## config.mk

```make
export PLATFORM = sky130hd
export DESIGN_NAME = supply_supervisor
export DESIGN_NICKNAME = d
export VERILOG_FILES = /design/src/rtl/supsv_pkg.sv /design/src/rtl/supsv_sync.sv /design/src/rtl/supsv_level.sv /design/src/rtl/supsv_qual.sv /design/src/rtl/supsv_stretch.sv /design/src/rtl/supply_supervisor.sv
export SDC_FILE = /design/constraint.sdc
export NUM_CORES = 1
export LEC_CHECK = 0
export BUFFER_PORTS_ARGS = -buffer_cell sky130_fd_sc_hd__buf_2
export CORE_MARGIN = 4
export CORE_UTILIZATION = 35
export CTS_BUF_LIST = sky130_fd_sc_hd__clkbuf_16
export CTS_CLUSTER_SIZE = 40
export DETAILED_ROUTE_END_ITERATION = 8
export PLACE_DENSITY = 0.55
export SLEW_MARGIN = 0
export SYNTH_ARGS = -nofsm -noshare
export SYNTH_HDL_FRONTEND = slang
export SYNTH_HIERARCHICAL = 1
export SYNTH_SLANG_ARGS = --single-unit
```

## constraint.sdc

```tcl
create_clock -name clk -period 1.9 [get_ports clk]
set_input_delay 0.095 -clock clk [delete_from_list [all_inputs] [get_ports clk]]
set_output_delay 0.095 -clock clk [all_outputs]
set_load 0.01 [all_outputs]
```

## src/rtl/supsv_pkg.sv

```systemverilog
package supsv_pkg;
  typedef enum logic {
    LVL_LOW  = 1'b0,
    LVL_HIGH = 1'b1
  } lvl_sel_e;

  localparam int STATUS_W     = 16;
  localparam int LV_FLAG_BIT  = 15;
  localparam int LVL_READ_BIT = 0;
endpackage

```

## src/rtl/supsv_sync.sv

```systemverilog
module supsv_sync #(
  parameter int W      = 3,
  parameter int STAGES = 2
) (
  input  logic         clk,
  input  logic         rst_n,
  input  logic [W-1:0] d_async,
  output logic [W-1:0] q_sync
);
  logic [W-1:0] stage_q [STAGES];

  always_ff @(posedge clk or negedge rst_n) begin
    if (!rst_n) stage_q[0] <= '0;
    else        stage_q[0] <= d_async;
  end

  for (genvar s = 1; s < STAGES; s++) begin : g_stage
    always_ff @(posedge clk or negedge rst_n) begin
      if (!rst_n) stage_q[s] <= '0;
      else        stage_q[s] <= stage_q[s-1];
    end
  end

  assign q_sync = stage_q[STAGES-1];
endmodule

```

## src/rtl/supsv_level.sv

```systemverilog
module supsv_level
  import supsv_pkg::*;
(
  input  logic     clk,
  input  logic     rst_n,
  input  logic     force_low,
  input  logic     wr_en,
  input  logic     wr_hi,
  input  logic     below_lo_s,
  input  logic     below_hi_s,
  output lvl_sel_e sel_q,
  output logic     warn_flag
);
  always_ff @(posedge clk or negedge rst_n) begin
    if (!rst_n)         sel_q <= LVL_LOW;
    else if (force_low) sel_q <= LVL_LOW;
    else if (wr_en)     sel_q <= wr_hi ? LVL_HIGH : LVL_LOW;
  end

  always_comb begin
    unique case (sel_q)
      LVL_HIGH: warn_flag = below_hi_s;
      default:  warn_flag = below_lo_s;
    endcase
  end
endmodule

```

## src/rtl/supsv_qual.sv

```systemverilog
module supsv_qual #(
  parameter int QUAL_CYCLES = 10,
  localparam int CW = $clog2(QUAL_CYCLES + 1)
) (
  input  logic          clk,
  input  logic          rst_n,
  input  logic          flag_s,
  output logic [CW-1:0] run_cnt,
  output logic          qualified
);
  localparam logic [CW-1:0] CNT_LAST = CW'(QUAL_CYCLES - 1);
  localparam logic [CW-1:0] CNT_SAT  = CW'(QUAL_CYCLES);

  always_ff @(posedge clk or negedge rst_n) begin
    if (!rst_n)                run_cnt <= '0;
    else if (!flag_s)          run_cnt <= '0;
    else if (run_cnt != CNT_SAT) run_cnt <= run_cnt + 1'b1;
  end

  assign qualified = flag_s && (run_cnt >= CNT_LAST);
endmodule

```

## src/rtl/supsv_stretch.sv

```systemverilog
module supsv_stretch #(
  parameter int HOLD_CYCLES = 512,
  localparam int HW = (HOLD_CYCLES > 1) ? $clog2(HOLD_CYCLES) : 1
) (
  input  logic clk,
  input  logic rst_n,
  input  logic trigger,
  output logic rst_out
);
  localparam logic [HW-1:0] RELOAD = HW'(HOLD_CYCLES - 1);
  logic [HW-1:0] remain_q;

  always_ff @(posedge clk or negedge rst_n) begin
    if (!rst_n) begin
      rst_out  <= 1'b0;
      remain_q <= '0;
    end else if (trigger) begin
      rst_out  <= 1'b1;
      remain_q <= RELOAD;
    end else if (rst_out) begin
      if (remain_q == '0) rst_out  <= 1'b0;
      else                remain_q <= remain_q - 1'b1;
    end
  end
endmodule

```

## src/rtl/supply_supervisor.sv

```systemverilog
module supply_supervisor
  import supsv_pkg::*;
#(
  parameter int QUAL_CYCLES = 10,
  parameter int HOLD_CYCLES = 512,
  parameter int SYNC_STAGES = 2
) (
  input  logic                clk,
  input  logic                rst_n,
  input  logic                lvl_wr_en,
  input  logic                lvl_wr_hi,
  input  logic                cmp_below_lo,
  input  logic                cmp_below_hi,
  input  logic                cmp_brownout,
  output logic                sys_rst,
  output logic [STATUS_W-1:0] status_word
);
  localparam int QCW = $clog2(QUAL_CYCLES + 1);

  logic [2:0]     flags_s;
  logic           below_lo_s, below_hi_s, bo_sync;
  lvl_sel_e       sel_q;
  logic           warn_flag;
  logic [QCW-1:0] qual_cnt;
  logic           qualified;

  supsv_sync #(.W(3), .STAGES(SYNC_STAGES)) u_sync (
    .clk     (clk),
    .rst_n   (rst_n),
    .d_async ({cmp_brownout, cmp_below_hi, cmp_below_lo}),
    .q_sync  (flags_s)
  );

  assign below_lo_s = flags_s[0];
  assign below_hi_s = flags_s[1];
  assign bo_sync    = flags_s[2];

  supsv_level u_level (
    .clk        (clk),
    .rst_n      (rst_n),
    .force_low  (sys_rst),
    .wr_en      (lvl_wr_en),
    .wr_hi      (lvl_wr_hi),
    .below_lo_s (below_lo_s),
    .below_hi_s (below_hi_s),
    .sel_q      (sel_q),
    .warn_flag  (warn_flag)
  );

  supsv_qual #(.QUAL_CYCLES(QUAL_CYCLES)) u_qual (
    .clk       (clk),
    .rst_n     (rst_n),
    .flag_s    (bo_sync),
    .run_cnt   (qual_cnt),
    .qualified (qualified)
  );

  supsv_stretch #(.HOLD_CYCLES(HOLD_CYCLES)) u_stretch (
    .clk     (clk),
    .rst_n   (rst_n),
    .trigger (qualified),
    .rst_out (sys_rst)
  );

  always_comb begin
    status_word               = '0;
    status_word[LV_FLAG_BIT]  = warn_flag;
    status_word[LVL_READ_BIT] = (sel_q == LVL_HIGH);
  end
endmodule

```

==> results.md <==
- Site Rows: 20
- Commonest non-fill, non-tap cell in the layout: dfrtp_1
- Period minus WS final: 1.68 ns
- Setup violations, final: 0
- Leak pwr: 0.000669 uW
- Yosys reg bits: 21
- Post-synth cell types: 32
- Largest net degree at the start of global routing: 22
- Run status: finished, final reports clean
- Reg2reg start: u_stretch/remain_q[0]$_DFFE_PN0P_
- Post-synthesis simple-gate area fraction: 16.6%
- Crit. End Element: flip-flop
- Number of global-route vias before repair: 648
- Initial Util: 37.5%
- Ys Warns: 6
- Hold Vio Cnt, Final: 0
- Die Ht: 66.2 um
- Drt initial violations: 23
- Min-delay worst type: in -> reg
- Crit-path max FO: 5
- Gpl congestion: 0.788
- Chip Width: 66.2 um
- Flop2flop setup slack: 0.22 ns
- Power Density: 911 mW/mm^2
- Mapped Cells: 109
- Initial antenna violation count: 0
- Post-synth top flop: dfrtp_1
- Worst-Margin Slew: 0.593 ns
- Most frequent cells in the layout: 21 x dfrtp_1, 14 x conb_1, 9 x buf_2
- Gr usage total: 8.87%
- Pre-antenna DRT Iters: 4
- Register area share after synthesis: 44.4%
- Worst Setup EP: u_stretch/remain_q[6]$_DFFE_PN0P_
- Reg2reg path depth: 5
- Crit path launch: u_stretch/remain_q[0]$_DFFE_PN0P_
- Startpoint Class: flip-flop
- Post-synthesis compound-gate area fraction: 10.8%
- Residual DRC: 0
- Total CTS buffers: 3
- Worst-case clock buffer depth: 2
- Post-Synth Adder-Cell Area: 5.29%
- Worst-path clk slew: 0.06 ns
- Root buffer cell: clkbuf_16
- WL per Instance: 10.3 um
- Max Slew Vio Count: 0
- Setup Fix Bufs, Post-CTS: 0
- CP Data Arrival Time: 1.86 ns
- Period utilization: 88.6%
- Vias: 710
- ANT cells: 0
- Post-Synth XOR/XNOR Area: 1.48%
- Core footprint: 0.00315 sq mm
- Share of layout cells above drive strength 1: 18.3%
- Buffers added on ports: 9
- Vias per cell: 4.33
- RR Endpoint: u_stretch/remain_q[6]$_DFFE_PN0P_
- CTS tree: yes
- Clk sinks: 21
- Total grt overflow: 0
- Post-synth EDFFs: 0
- WHS Path Cells: 3
- Antenna-violating nets left: 0
- Cell Area, Synth: 0.00118 sq mm
- Post-synthesis mux area share: 7.19%
- Synth Area per Inst: 10.9 sq um
- First-pass GRT wire length: 2880 um
- Area grow syn2layout: 11.5%
- Routed wire length: 1690 um
- Max cap viols: 0
- Fin nets: 133
- Fmax: 594 MHz
- Synth async-reset ratio: 100%
- Hpwl dp: 1270 um
- RSZ-0062 raised after global routing: false
- Hold_ws: 0.0991 ns
- Worst endpoint required time: 2.08 ns
- H-tree depth: 1
- Setup_tns: 0 ns
- CP Class: reg -> reg
- Main combinational cell family by area after synthesis: simple AND/OR/NAND/NOR gates
- Clk_lat worst skew: 0.25 ns
- Relative slew margins: 60.5%
- Skew final: 0.00155 ns
- Peak VDD IR: 0.378 mV
- Post-layout util: 41.9%
- Total I/O pin count: 24
- DIE AREA: 0.00438 sq mm
==> cell families after synthesis <==
logic type / after synthesis
AND/OR/NAND/NOR: 32
flip-flops: 21
buffers and inverters: 25
multiplexers: 8
other: 1
XOR/XNOR: 2
AO/OA/AOI/OAI: 15
adder cells (fa/ha/maj): 5
==> worst min path at each step <==
| stage | from | to | slack (ns) |
|---|---|---|---|
| finish | lvl_wr_hi | u_level/sel_q$_DFFE_PN0P_ | 0.1 |
| global route | lvl_wr_hi | u_level/sel_q$_DFFE_PN0P_ | 0.13 |
| CTS | lvl_wr_hi | u_level/sel_q$_DFFE_PN0P_ | 0.11 |
| detailed placement | rst_n | u_stretch/remain_q[4]$_DFFE_PN0P_ | 0.08 |
| global placement | rst_n | u_stretch/remain_q[4]$_DFFE_PN0P_ | 0.08 |
| floorplan | rst_n | u_level/sel_q$_DFFE_PN0P_ | -0.20 |
==> flip-flops by register name, indices dropped and copies added, names as in the netlist <==
signal              cells
u_stretch/remain_q      9
u_qual/run_cnt          4
u_stretch/rst_out       1
u_sync/stage_q          3
u_level/sel_q           1
u_sync/q_sync           3
==> Yosys cell counts, drive strengths merged, types with 3 or more instances <==
master	instances	area (sq um)
nor2b	5	31.3
a21oi	3	15.0
ha	5	62.6
buf	19	143
mux2i	7	70.1
a211oi	4	30.0
dfrtp	21	526
inv	5	18.8
nand2	3	11.3
nor2	8	30.0
==> cell type report <==
type / instances / area, sq um
Sequential cell: 21 / 526
Multi-Input combinational cell: 76 / 546
Timing Repair Buffer: 14 / 92.6
Tap cell: 44 / 55.1
Clock buffer: 3 / 75.1
Inverter: 5 / 18.8
Fill cell: 308 / 1830
Clock inverter: 1 / 7.51
==> stage by stage <==
stage               setup WS, ns  instance area [sq um]  std cells  power, uW
finish                     0.217                   1320        164       1200
global route              0.0537                   1320        164       1280
CTS                       0.0442                   1320        164       1210
detailed placement        0.0619                   1190        156        754
global placement           0.130                   1190        156        749
floorplan                  0.372                   1230        122        732
==> repair_timing <==
item | in CTS | in global routing
hold buffers | 4 | 0
gates resized for setup | 0 | 1
endpoints found under the setup margin | 0 | 9
hold endpoints to repair | 24 | 0
==> power breakdown <==
group	internal (uW)	total, uW	switching, uW
clock network	285	451	166
registers	491	537	46.1
logic	95.7	215	119
==> layer usage <==
layer  GRT usage [%]  part of all wire [%]
met1            11.0                    47
met2            13.0                    42
met3            2.21                   7.9
met4            6.85                   3.4
met5               0                     0
==> critical path, stage by stage, from the launching register on <==
cell,delay (ns)
dfrtp_1,0.39
inv_1,0.08
ha_1,0.23
nand4bb_1,0.20
a2111oi_1,0.47
mux2i_1,0.24
Power figures use the tool's default switching activity.
